<file path="config.mk">
export PLATFORM = sky130hd
export DESIGN_NAME = irqm_bank
export DESIGN_NICKNAME = d
export VERILOG_FILES = /design/src/rtl/irqm_pkg.sv /design/src/rtl/irqm_decode.sv /design/src/rtl/irqm_idrom.sv /design/src/rtl/irqm_route.sv /design/src/rtl/irqm_bank.sv
export SDC_FILE = /design/constraint.sdc
export NUM_CORES = 1
export LEC_CHECK = 0
export BUFFER_PORTS_ARGS = -buffer_cell sky130_fd_sc_hd__buf_4
export CAP_MARGIN = 10
export CELL_PAD_IN_SITES_DETAIL_PLACEMENT = 2
export CELL_PAD_IN_SITES_GLOBAL_PLACEMENT = 2
export CORE_ASPECT_RATIO = 0.8
export CORE_MARGIN = 1.5
export CORE_UTILIZATION = 30
export DETAILED_ROUTE_END_ITERATION = 10
export PLACE_DENSITY = 0.87
export SYNTH_ARGS = -nofsm -noshare
export SYNTH_HDL_FRONTEND = slang
export SYNTH_SLANG_ARGS = --single-unit
export TNS_END_PERCENT = 20
</file>
<file path="constraint.sdc">
create_clock -name clk -period 1.6 [get_ports clk]
set_clock_uncertainty 0.15 [all_clocks]
set_input_delay 0 -clock clk [delete_from_list [all_inputs] [get_ports clk]]
set_output_delay 0 -clock clk [all_outputs]
set_load 0.01 [all_outputs]
</file>
<file path="src/rtl/irqm_pkg.sv">
package irqm_pkg;

    localparam int WORD_IRQ_STAT = 0;
    localparam int WORD_FIQ_STAT = 1;
    localparam int WORD_RAW      = 2;
    localparam int WORD_ROUTE    = 3;
    localparam int WORD_EN_SET   = 4;
    localparam int WORD_EN_CLR   = 5;
    localparam int WORD_SW_SET   = 6;
    localparam int WORD_SW_CLR   = 7;
    localparam int WORD_PROT     = 8;
    localparam int WORD_ID_BASE  = 'h3F8;
    localparam int ID_WORDS      = 8;

    typedef enum logic [2:0] {
        WOP_NONE,
        WOP_ROUTE,
        WOP_EN_SET,
        WOP_EN_CLR,
        WOP_SW_SET,
        WOP_SW_CLR,
        WOP_PROT
    } wr_op_e;

    typedef enum logic [3:0] {
        RSEL_ZERO,
        RSEL_IRQ,
        RSEL_FIQ,
        RSEL_RAW,
        RSEL_ROUTE,
        RSEL_EN,
        RSEL_SW,
        RSEL_PROT,
        RSEL_ID
    } rd_sel_e;

    // Identification byte for a given word within the ID window.
    function automatic logic [7:0] id_byte(input logic [2:0] idx);
        logic [7:0] b;
        case (idx)
            3'd0:    b = 8'h90;
            3'd1:    b = 8'h11;
            3'd2:    b = 8'h04;
            3'd3:    b = 8'h00;
            3'd4:    b = 8'h0D;
            3'd5:    b = 8'hF0;
            3'd6:    b = 8'h05;
            default: b = 8'hB1;
        endcase
        return b;
    endfunction

endpackage

</file>
<file path="src/rtl/irqm_decode.sv">
module irqm_decode
    import irqm_pkg::*;
#(
    parameter int ADDR_W = 10
) (
    input  logic              wr,
    input  logic [ADDR_W-1:0] addr,
    input  logic              id_hit,
    output wr_op_e            wr_op,
    output rd_sel_e           rd_sel
);

    always_comb begin
        wr_op = WOP_NONE;
        if (wr) begin
            if (addr == ADDR_W'(WORD_ROUTE))       wr_op = WOP_ROUTE;
            else if (addr == ADDR_W'(WORD_EN_SET)) wr_op = WOP_EN_SET;
            else if (addr == ADDR_W'(WORD_EN_CLR)) wr_op = WOP_EN_CLR;
            else if (addr == ADDR_W'(WORD_SW_SET)) wr_op = WOP_SW_SET;
            else if (addr == ADDR_W'(WORD_SW_CLR)) wr_op = WOP_SW_CLR;
            else if (addr == ADDR_W'(WORD_PROT))   wr_op = WOP_PROT;
            // status word and unmapped words: no write effect
        end
    end

    always_comb begin
        rd_sel = RSEL_ZERO;
        if (id_hit)                              rd_sel = RSEL_ID;
        else if (addr == ADDR_W'(WORD_IRQ_STAT)) rd_sel = RSEL_IRQ;
        else if (addr == ADDR_W'(WORD_FIQ_STAT)) rd_sel = RSEL_FIQ;
        else if (addr == ADDR_W'(WORD_RAW))      rd_sel = RSEL_RAW;
        else if (addr == ADDR_W'(WORD_ROUTE))    rd_sel = RSEL_ROUTE;
        else if (addr == ADDR_W'(WORD_EN_SET))   rd_sel = RSEL_EN;
        else if (addr == ADDR_W'(WORD_SW_SET))   rd_sel = RSEL_SW;
        else if (addr == ADDR_W'(WORD_PROT))     rd_sel = RSEL_PROT;
    end

endmodule

</file>
<file path="src/rtl/irqm_idrom.sv">
module irqm_idrom
    import irqm_pkg::*;
#(
    parameter int ADDR_W = 10
) (
    input  logic [ADDR_W-1:0] addr,
    output logic              hit,
    output logic [7:0]        data
);

    localparam int IDX_W = $clog2(ID_WORDS);
    localparam logic [ADDR_W-1:0] BASE = ADDR_W'(WORD_ID_BASE);

    assign hit  = (addr[ADDR_W-1:IDX_W] == BASE[ADDR_W-1:IDX_W]);
    assign data = id_byte(addr[IDX_W-1:0]);

endmodule

</file>
<file path="src/rtl/irqm_route.sv">
module irqm_route #(
    parameter int NUM_SRC = 32
) (
    input  logic [NUM_SRC-1:0] hw,
    input  logic [NUM_SRC-1:0] sw,
    input  logic [NUM_SRC-1:0] en,
    input  logic [NUM_SRC-1:0] route,
    output logic [NUM_SRC-1:0] raw,
    output logic [NUM_SRC-1:0] irq_stat,
    output logic [NUM_SRC-1:0] fiq_stat
);

    for (genvar i = 0; i < NUM_SRC; i++) begin : g_src
        assign raw[i]      = hw[i] | sw[i];
        assign irq_stat[i] = raw[i] & en[i] & ~route[i];
        assign fiq_stat[i] = raw[i] & route[i];
    end

endmodule

</file>
<file path="src/rtl/irqm_bank.sv">
module irqm_bank
    import irqm_pkg::*;
#(
    parameter int NUM_SRC = 32,
    parameter int DATA_W  = 32,
    parameter int ADDR_W  = 10
) (
    input  logic               clk,
    input  logic               rst_n,
    input  logic [NUM_SRC-1:0] hw_req,
    input  logic               bus_rd,
    input  logic               bus_wr,
    input  logic [ADDR_W-1:0]  bus_addr,
    input  logic [DATA_W-1:0]  bus_wdata,
    output logic [DATA_W-1:0]  bus_rdata,
    output logic [NUM_SRC-1:0] irq_vec,
    output logic               irq_o,
    output logic               fiq_o
);

    typedef struct packed {
        logic [NUM_SRC-1:0] en;
        logic [NUM_SRC-1:0] route;
        logic [NUM_SRC-1:0] sw;
        logic               prot;
        logic [DATA_W-1:0]  rdata;
    } state_t;

    state_t state_d, state_q;

    logic [NUM_SRC-1:0] en_q, route_q, sw_q;
    logic               prot_q;
    logic [NUM_SRC-1:0] raw, irq_stat, fiq_stat;
    logic               id_hit;
    logic [7:0]         id_data;
    wr_op_e             wr_op;
    rd_sel_e            rd_sel;
    logic [DATA_W-1:0]  rd_val;

    assign en_q    = state_q.en;
    assign route_q = state_q.route;
    assign sw_q    = state_q.sw;
    assign prot_q  = state_q.prot;

    irqm_idrom #(.ADDR_W(ADDR_W)) u_idrom (
        .addr (bus_addr),
        .hit  (id_hit),
        .data (id_data)
    );

    irqm_decode #(.ADDR_W(ADDR_W)) u_decode (
        .wr     (bus_wr),
        .addr   (bus_addr),
        .id_hit (id_hit),
        .wr_op  (wr_op),
        .rd_sel (rd_sel)
    );

    irqm_route #(.NUM_SRC(NUM_SRC)) u_route (
        .hw       (hw_req),
        .sw       (sw_q),
        .en       (en_q),
        .route    (route_q),
        .raw      (raw),
        .irq_stat (irq_stat),
        .fiq_stat (fiq_stat)
    );

    // Read multiplexer sees state before any write in the same cycle.
    always_comb begin
        case (rd_sel)
            RSEL_IRQ:   rd_val = DATA_W'(irq_stat);
            RSEL_FIQ:   rd_val = DATA_W'(fiq_stat);
            RSEL_RAW:   rd_val = DATA_W'(raw);
            RSEL_ROUTE: rd_val = DATA_W'(route_q);
            RSEL_EN:    rd_val = DATA_W'(en_q);
            RSEL_SW:    rd_val = DATA_W'(sw_q);
            RSEL_PROT:  rd_val = DATA_W'(prot_q);
            RSEL_ID:    rd_val = DATA_W'(id_data);
            default:    rd_val = '0;
        endcase
    end

    always_comb begin
        logic [NUM_SRC-1:0] wv;
        wv      = bus_wdata[NUM_SRC-1:0];
        state_d = state_q;
        case (wr_op)
            WOP_ROUTE:  state_d.route = wv;
            WOP_EN_SET: state_d.en    = state_q.en | wv;
            WOP_EN_CLR: state_d.en    = state_q.en & ~wv;
            WOP_SW_SET: state_d.sw    = state_q.sw | wv;
            WOP_SW_CLR: state_d.sw    = state_q.sw & ~wv;
            WOP_PROT:   state_d.prot  = bus_wdata[0];
            default:    ;
        endcase
        state_d.rdata = bus_rd ? rd_val : '0;
    end

    always_ff @(posedge clk or negedge rst_n) begin
        if (!rst_n) state_q <= '0;
        else        state_q <= state_d;
    end

    assign bus_rdata = state_q.rdata;
    assign irq_vec   = irq_stat;
    assign irq_o     = |irq_stat;
    assign fiq_o     = |fiq_stat;

endmodule

</file>
==> results of run 1 <==
## worst min-delay path by stage
stage          startpoint                    endpoint
2_1_floorplan       rst_n  asynchronous set/reset pin
3_3_place_gp        rst_n  asynchronous set/reset pin
3_5_place_dp        rst_n  asynchronous set/reset pin
4_1_cts        hw_req[30]     bus_rdata[30]$_DFF_PN0_
5_1_grt        hw_req[16]     bus_rdata[16]$_DFF_PN0_
6_report       hw_req[16]     bus_rdata[16]$_DFF_PN0_
## kinds of logic after synthesis
logic type	share of synthesized area [%]
AND/OR/NAND/NOR	15.8
buffers and inverters	4.22
AO/OA/AOI/OAI	26.5
flip-flops	44.2
XOR/XNOR	0.120
multiplexers	9.10
## Yosys cell counts (all sizes together), types with 3 or more instances
library cell  number  area share (%)
and4               3            0.36
a21oi            101             6.9
nor3b              5            0.51
dfrtp            129              44
a221oi             5            0.60
nand2             77             4.0
nor2              41             2.1
a222oi             3            0.41
o22ai             11            0.94
nor2b             16             1.4
or4                3            0.31
nand2b            11            0.94
mux2              59             9.1
a22oi             27             2.8
clkbuf            25             1.3
nor4              11             1.1
and2               5            0.43
nor3              12             1.3
and3               3            0.26
a2111oi            6            0.72
nand3             24             1.7
buf               29             2.2
o21a              25             2.6
inv               12            0.62
a41oi              5            0.60
o21ai             86             5.9
nand4             11             1.1
a31oi             41             3.5
## metal layers
metal	vias up	routed length [µm]
met5	-	0
met4	0	5260
met3	357	5500
met2	898	29000
met1	5296	22100
li1	3917	-
## stage by stage
stage                     utilization (%)  setup TNS (ns)  setup WS (ns)  instance area [µm²]
after floorplan                         -         -0.0211        -0.0211                 7310
after global placement               44.9          -27.79         -0.601                10600
after detailed placement             44.9          -40.58         -0.723                10600
after CTS                            52.0           -3.55         -0.899                12300
after global routing                 56.0           -8.33          -1.05                13200
final                                56.0           -7.91          -1.09                13200
## what timing repair did
| item | CTS | global route |
|---|---|---|
| hold buffers | 54 | 3 |
| setup buffers | 13 | 22 |
| cloned | 0 | 1 |
| gates resized for setup | 131 | 217 |
| pin swaps | 19 | 48 |
| endpoints found under the hold margin | 249 | 4 |
| setup endpoints to repair | 44 | 104 |
## final cells by class
type,count,area [µm²],area share (%)
diodes,2,5.00,0.0378
clock buffers,19,453,3.42
clock inverters,13,138,1.04
inverters,13,48.8,0.369
multi-input cells,607,4730,35.7
flip-flops and latches,129,3240,24.5
well taps,312,390,2.95
repair buffers,482,4230,32.0
## worst register-to-register path, delay by kind of cell (launching register included)
kind / cells / cell delay [ns]
compound gates: 4 / 1.04
flops: 1 / 0.42
simple gates: 1 / 0.16
## power groups by stage
stage                     combinational [mW]  sequential [mW]  clock (mW)
after floorplan                        0.275             3.41           0
after global placement                 0.943             3.40           0
after detailed placement                1.01             3.41           0
after CTS                               1.22             3.36        4.10
after global routing                    1.50             3.38        4.35
final                                   1.48             3.38        4.29
==> results.yml, run 1 <==
run:
  cap_viol_max_count: 0
sta:
  setup_viol: 72
  hold_viol: 0
  period_share_pct: 168
  fin_ws_ns: -1.09
  max_slew_margin_pct: 50.8
  tightest_slew_ns: 0.736
  slew_viol_final: 0
  timing.fmax_mhz: 372
  period_minus_slack_ns: 2.69
  rsz0062_at_grt: "yes"
  hold-worst-slack_ns: 0.0487
yosys:
  synthArstFlopShare_pct: 100
  ys_seq_elements: 129
  synth_nets: 881
  synth.distinct_cells: 53
  ys_warn_count: 0
  syn_inst: 803
  syn_avg_cell_area_um2: 9.09
  ys_seq_area_share_pct: 44.2
  syn_area_um2: 7300
  ys.flop_type: "dfrtp_1"
  synth_edf_count: 0
clocking:
  htreeDepth: 4
  cts_tree: "done"
  cts_made_buffers: 17
  cts_root_buf: "clkbuf_16"
  cts.clk_slew.worst_paths_ns: 0.07
  clock_latency_ns: 0.46
  clkSinkCount: 129
  cts_buffer_depth: 2
setup_path:
  start_kind: "register"
  worstSetupPathType: "reg2out"
  cp.required_ns: 1.45
  cp_data_arrival_time_ns: 2.54
  slowest_delay_ns: 0.58
  regToRegEndpoint: "bus_rdata[21]$_DFF_PN0_"
  cp-endpoint: "irq_o"
  path_cells: "nor2_2, nor2_2, or4_4, nor3_4, buf_4, nand4_1, buf_4"
  crit_family: "simple AND/OR/NAND/NOR gates"
  cp-end-kind: "output pin"
  worst-r2r-cell-count: 5
  r2r_slack_ns: -0.32
  slowest_stage: "or4_4"
  path_depth: 7
  crit_fanout: 2
  path_buf_inv: 2
global_route:
  gr-total-overflow: 0
  grt_pass1_vias: 11200
  grt_max_degree: 48
  grt_pass1_wl_mm: 78.2
  gr-usage-met1_pct: 48.9
  met2_usage_pct: 71.6
  busiest_layer: "met2"
  grtUsageTotal_pct: 43.3
  antenna_found_initial: 1
  met3_usage_pct: 10.9
die:
  die_h_um: 143
  rows: 50
  core-area_um2: 23600
  die_area_um2: 25300
  die_x_um: 177
  io_pins: 144
  initial_core_util_pct: 30.9
route:
  firstDrtPassIters: 8
  avgViaCountPerCell: 6.64
  routed_wl_mm: 61.8
  wire_per_inst_um: 39.2
  dr_total_vias: 10500
  drc: 0
  postRouteAntennaNets: 0
  drtIter0Drc: 1044
placement:
  routabilityCongestion: 0.964
  port_buffers: 143
  dp_hpwl_mm: 30.3
  placedCellCount: 1456
worst_hold_path:
  hold_path_class: "in2reg"
  hold_depth: 6
finish:
  fin_nets: 1328
  final_cells: 1577
  drive_above_1_share_pct: 52.7
  nFillCells: 2352
  final_cell_mix: "buf_4, dfrtp_1, a21oi_1"
  syn_to_final_growth_pct: 81.3
  final_common_cell: "buf_4"
pwr:
  pwr_density_cell_nw_per_um2: 692
  p_sw_mw: 2.85
  power_leakage_nw: 5.86
  report.power.total_mw: 9.15
  pwr-share-comb_pct: 16.2
  sw_frac_of_total_pct: 31.2
  seq_power_share_pct: 36.9
  ir_drop_v: 0.000908
  pwr-share-clk_pct: 46.9
  p_int_mw: 6.30
outcome:
  violations: "negative setup slack"
  status: "complete, but fails checks"
Power figures use the tool's default switching activity.
==> inputs of run 2 (changes only) <==
CORE_MARGIN = not set   (was 1.5)
HOLD_SLACK_MARGIN = 0.1   (was not set)
==> run 2 against run 1 <==
The run still ends with negative setup slack left. Via count grew 2.4%. Register-to-register slack better by 0.06 ns. Maximum frequency rose by 1.4%. Cell count is 0.44% lower. Count of clock-buffer cells in the layout did not move. Critical path depth unchanged. Non-clock buffer count shrank 4. Sequential power hardly changed. Combinational power up 3%. Global-route usage is 1.5 points higher. Critical path type unchanged. Highest routed layer is now met5.
==> results.yml, run 2 (synthesized netlist as in run 1, its figures left out) <==
clocking:
  htreeDepth: 4
  cts_root_buf: "clkbuf_16"
  clock_latency_ns: 0.48
  cts_made_buffers: 17
  cts_buffer_depth: 2
  clkSinkCount: 129
  cts.clk_slew.worst_paths_ns: 0.07
  cts_tree: "done"
sta:
  slew_viol_final: 0
  period_share_pct: 166
  hold-worst-slack_ns: 0.0858
  rsz0062_at_grt: "yes"
  setup_viol: 95
  fin_ws_ns: -1.05
  hold_viol: 0
  period_minus_slack_ns: 2.65
  timing.fmax_mhz: 377
  max_slew_margin_pct: 44.1
  tightest_slew_ns: 0.839
worst_hold_path:
  holdPathEnd: "bus_rdata[2]$_DFF_PN0_"
  hold_path_startpoint: "hw_req[2]"
  hold_depth: 5
  hold_path_class: "in2reg"
die:
  rows: 50
  die_h_um: 142
  die_area_um2: 25000
  io_pins: 144
  die_x_um: 176
  initial_core_util_pct: 30.9
  core-area_um2: 23600
finish:
  multiInputGateArea_um2: 4660
  final_common_cell: "buf_4"
  seq_area_um2: 3240
  n_antenna_cell: 0
  stdcell_area_um2: 13100
  fin_nets: 1324
  drive_above_1_share_pct: 49.8
  syn_to_final_growth_pct: 79.9
  nFillCells: 2374
  final_cell_mix: "buf_4, dfrtp_1, a21oi_1"
pwr:
  p_sw_mw: 2.91
  power_leakage_nw: 5.82
  sw_frac_of_total_pct: 31.5
  seq_power_share_pct: 36.6
  ir_drop_v: 0.000698
  pwr_density_cell_nw_per_um2: 703
  pwr-share-comb_pct: 16.5
  pwr-share-clk_pct: 46.9
  p_int_mw: 6.32
route:
  dr_total_vias: 10700
  avgViaCountPerCell: 6.83
  drtIter0Drc: 1347
  drc: 0
  routed_wl_mm: 63.3
  postRouteAntennaNets: 0
  wire_per_inst_um: 40.3
  firstDrtPassIters: 6
setup_path:
  cp.required_ns: 1.45
  regToRegEndpoint: "bus_rdata[4]$_DFF_PN0_"
  path_depth: 7
  slowest_stage: "dfrtp_1"
  crit_family: "simple AND/OR/NAND/NOR gates"
  path_buf_inv: 3
  cp_data_arrival_time_ns: 2.50
  worstSetupPathType: "reg2out"
  path_cells: "o21ai_0, buf_4, nand4_1, nor4_2, buf_4, nand2_1, buf_4"
  crit_fanout: 4
  r2r_slack_ns: -0.26
  rr_startpoint: "route_q[4]$_DFFE_PN0N_"
  cp-end-kind: "output pin"
  slowest_delay_ns: 0.47
  worst_path_most_repeated_cell: "buf_4"
  worst-r2r-cell-count: 5
  start_kind: "register"
global_route:
  grtUsageTotal_pct: 44.8
  grt_pass1_vias: 11300
  grt_pass1_wl_mm: 80.2
  gr-total-overflow: 0
  grt_max_degree: 42
  antenna_found_initial: 4
run:
  cap_viol_max_count: 0
outcome:
  violations: "negative setup slack"
  status: "complete, but fails checks"
placement:
  routabilityCongestion: 0.906
  dp_hpwl_mm: 30.9
  port_buffers: 143
  dpl_cell_area_um2: 10600
-- run 2: cell count changes in the layout (fill, tap and decap cells not counted), sizes merged --
cell | before | now
clkinvlp | 6 | 4
dlymetal6s4s | 0 | 2
diode | 2 | 0
clkbuf | 20 | 19
inv | 12 | 13
dlygate4sd3 | 56 | 65
buf | 425 | 411
-- run 2: worst max path at each step --
stage | start | end | slack (ns)
final | register | fiq_o | -1.05
after global routing | register | fiq_o | -1.19
after CTS | register | irq_o | -0.87
after detailed placement | bus_addr[9] | bus_rdata[0]$_DFF_PN0_ | -0.52
after global placement | register | irq_o | -0.36
after floorplan | register | irq_o | -0.02
-- run 2: power groups by stage --
| stage | Sequential (mW) | Clock, mW | Combinational (mW) |
|---|---|---|---|
| after detailed placement | 3.41 | 0 | 1.03 |
| after CTS | 3.36 | 4.12 | 1.26 |
| final | 3.38 | 4.33 | 1.53 |
| after floorplan | 3.41 | 0 | 0.275 |
| after global routing | 3.38 | 4.44 | 1.54 |
| after global placement | 3.40 | 0 | 0.955 |
-- run 2: tightest hold or removal path, cell delays in order --
cell     delay (ns)
buf_4          0.12
o31ai_4        0.08
nor3_2         0.13
a21oi_2        0.07
a31oi_2        0.23
-- run 2: repair_timing --
action                                 4_1_cts  5_1_grt
setup endpoints to repair                   56      134
gates resized for setup                    124      178
setup buffers                               19       13
hold buffers                                67        2
pin swaps                                   18       41
endpoints found under the hold margin      257        9
-- run 2: layout make-up --
| type | count | share of cell area (%) |
|---|---|---|
| Sequential cell | 129 | 24.7 |
| Timing Repair Buffer | 478 | 32.0 |
| Tap cell | 312 | 2.97 |
| Clock buffer | 19 | 3.45 |
| Clock inverter | 12 | 1.03 |
| Inverter | 13 | 0.372 |
| Multi-Input combinational cell | 607 | 35.5 |
-- run 2: through the flow --
stage / setup WS, ns / instances / utilization (%) / power [mW] / TNS [ns]
after global placement: -0.355 / 1447 / 44.8 / 4.36 / -28.23
after detailed placement: -0.522 / 1447 / 44.8 / 4.44 / -40.95
final: -1.05 / 1570 / 55.5 / 9.23 / -15.55
after CTS: -0.873 / 1559 / 52.4 / 8.74 / -9.86
after global routing: -1.19 / 1570 / 55.5 / 9.36 / -15.97
after floorplan: -0.0211 / 803 / - / 3.68 / -0.0211
-- run 2: routing by layer --
| metal | routed length (µm) | up-vias | share of wire, % | global-route usage (%) |
|---|---|---|---|---|
| met5 | 53 | - | 0.084 | 0 |
| met4 | 5750 | 8 | 9.1 | 29.2 |
| met3 | 6870 | 436 | 11 | 11.0 |
| met2 | 28400 | 1049 | 45 | 74.9 |
| met1 | 22200 | 5327 | 35 | 51.0 |
| li1 | - | 3897 | - | - |
==> inputs of run 3 (changes only) <==
MAX_ROUTING_LAYER = met4   (was not set)
PLACE_DENSITY = 0.86   (was 0.87)
SYNTH_HIERARCHICAL = 1   (was not set)
==> run 3 against run 2 <==
The flow finishes with violations (negative hold slack, negative setup slack). Via count decreased by 14%. Core utilization decreased by 0.92 points. Critical path depth decreased by 1. Critical path type unchanged. Critical endpoint is now irq_o.
==> results.yml, run 3 <==
clocking:
  cts_made_buffers: 17
  clkSinkCount: 129
  cts_root_buf: "clkbuf_16"
  cts.clk_slew.worst_paths_ns: 0.08
  htreeDepth: 4
  cts_tree: "done"
  cts_hold_buf: 36
  clock_latency_ns: 0.47
  cts_buffer_depth: 2
yosys:
  synthSimpleGateAreaFrac_pct: 25.4
  synthTopCellsByCount: "nand2_1, dfrtp_1, o21ai_0"
  synthMuxAreaShare_pct: 7.67
  synth_top_cell_by_area: "dfrtp_1"
  ys_seq_area_share_pct: 45.5
  yosys.area.top_type_share_pct: 45.5
  yosys.area_share.adder_pct: 0
  yosysMostFrequentCell: "nand2_1"
  synth.area.top_cells: "dfrtp_1, nand2_1, o21ai_0, a222oi_1, and3b_1"
  ys.flop_type: "dfrtp_1"
  synth_top_family_by_area: "simple AND/OR/NAND/NOR gates"
  syn_area_um2: 7100
  syn_avg_cell_area_um2: 9.59
  synth_edf_count: 0
  ys_warn_count: 6
  ys_seq_elements: 129
  syn_inst: 740
  synth-compound-area-share_pct: 17.2
  synth.distinct_cells: 49
  synth_nets: 818
  synthArstFlopShare_pct: 100
  synthXorXnorAreaFrac_pct: 0.247
finish:
  final_common_cell: "buf_4"
  syn_to_final_growth_pct: 75.5
  drive_above_1_share_pct: 54.2
  final_cell_mix: "buf_4, dfrtp_1, nand2_1"
  final_cells: 1458
  fin_nets: 1214
  nFillCells: 2277
  stdcell_area_um2: 12500
setup_path:
  start_kind: "register"
  cp_data_arrival_time_ns: 2.62
  cp-end-kind: "output pin"
  worstSetupPathType: "reg2out"
  cp.required_ns: 1.45
  crit_fanout: 3
route:
  routed_wl_mm: 55.1
  wl_met2_mm: 25.2
  postRouteAntennaNets: 0
  wirelength_met1_mm: 20.5
  firstDrtPassIters: 6
  highest_layer: "met4"
  drtIter0Drc: 1171
  drc: 0
  wl_met3_mm: 4.94
  dr_total_vias: 9268
  avgViaCountPerCell: 6.36
  wire_per_inst_um: 37.8
die:
  io_pins: 144
  die_h_um: 140
  die_area_um2: 24300
  die_x_um: 174
  rows: 49
  initial_core_util_pct: 31.1
  core-area_um2: 22800
sta:
  slew_viol_final: 0
  timing.fmax_mhz: 362
  period_minus_slack_ns: 2.77
  fin_ws_ns: -1.17
  setup_tns_ns: -43.07
  hold_viol: 20
  hold-worst-slack_ns: -0.145
  period_share_pct: 173
  setup_viol: 163
  tightest_slew_ns: 0.654
  max_slew_margin_pct: 56.4
  rsz0062_at_grt: "yes"
global_route:
  grtUsageTotal_pct: 41.8
  antenna_found_initial: 3
  grt_pass1_wl_mm: 71.1
  gr-total-overflow: 0
  grt_max_degree: 43
  grt_pass1_vias: 10000
outcome:
  violations: "negative hold slack, negative setup slack"
  status: "complete, but fails checks"
placement:
  placedCellCount: 1322
  place_ws_ns: -0.780
  port_buffers: 143
  dpl_cell_area_um2: 9820
  routabilityCongestion: 0.863
  dp_hpwl_mm: 24.4
pwr:
  pwr_density_cell_nw_per_um2: 728
  power_leakage_nw: 5.67
  ir_drop_v: 0.000729
run:
  cap_viol_max_count: 0
worst_hold_path:
  hold_path_class: "in2reg"
==> run 3: cell count changes in the layout (fill, tap and decap cells not counted), sizes merged, moves of 19 or more <==
cell,change
nand2,+71
and3b,+32
o21a,-25
nor2,-21
o21ai,-19
and2,+33
nand3,-21
a21oi,-64
a31oi,-32
a222oi,+27
mux2,-24
dlygate4sd3,-30
or2,+33
==> run 3: path summary, 6_finish.rpt <==
path / start / end / slack [ns] / depth (start not counted)
worst max-delay path: register / irq_o / -1.17 / 6
worst min-delay path: hw_req[18] / bus_rdata[18]$_DFF_PN0_ / -0.14 / 4
worst max register to register: register / bus_rdata[8]$_DFF_PN0_ / -0.61 / 5
worst min register to register: prot_q$_DFFE_PN0N_ / prot_q$_DFFE_PN0N_ / 0.41 / 1
max in group asynchronous: rst_n / asynchronous set/reset pin / 0.47 / 4
min in group asynchronous: rst_n / asynchronous set/reset pin / 0.51 / 4
==> run 3: cells by family (layout without fill, tap and decap cells) <==
logic type / count (synthesis) / after routing
DFF: 129 / 129
muxes: 50 / 50
and+or+nand+nor: 318 / 320
other: 1 / 4
AOI/OAI and AO/OA: 185 / 185
xor gates and xnor gates: 2 / 2
buffers and inverters: 55 / 462
==> run 3: area by class of cell <==
type	count	area, µm²	area share (%)
Antenna cell	3	7.51	0.0603
Clock buffer	23	488	3.92
Clock inverter	9	81.3	0.653
Inverter	2	7.51	0.0603
Multi-Input combinational cell	558	4360	35.0
Sequential cell	129	3230	25.9
Tap cell	306	383	3.07
Timing Repair Buffer	428	3900	31.3
==> run 3: metal layers <==
metal,vias up,GRT usage (%)
met5,-,-
met4,0,25.6
met3,340,10.2
li1,3486,-
met2,803,66.4
met1,4639,47.5
==> run 3: what timing repair did <==
| item | in CTS | in global routing |
|---|---|---|
| buffers inserted | 40 | 30 |
| pin swaps | 103 | 66 |
| endpoints found under the setup margin | 163 | 163 |
| hold endpoints to repair | 258 | 31 |
| gates resized for setup | 190 | 117 |
| gates cloned | 5 | 0 |
==> run 3: where the power goes <==
part           switching, mW  internal, mW
combinational          0.737         0.699
sequential             0.111          3.35
clock                   1.87          2.30
total                   2.72          6.35
==> run 3: metrics by stage <==
stage                     util (%)  power [mW]
after floorplan                  -        3.79
after global routing          54.6        9.19
after CTS                     52.0        8.69
after global placement        43.1        4.42
final                         54.6        9.07
after detailed placement      43.1        4.49
==> run 3: worst max-delay path, stage by stage, from the launching register on <==
cell and delay (ns):
dfrtp_1 0.45, or2_4 0.29, and3b_2 0.23, nor4_1 0.42
nand4_1 0.32, or2_4 0.32, buf_6 0.12
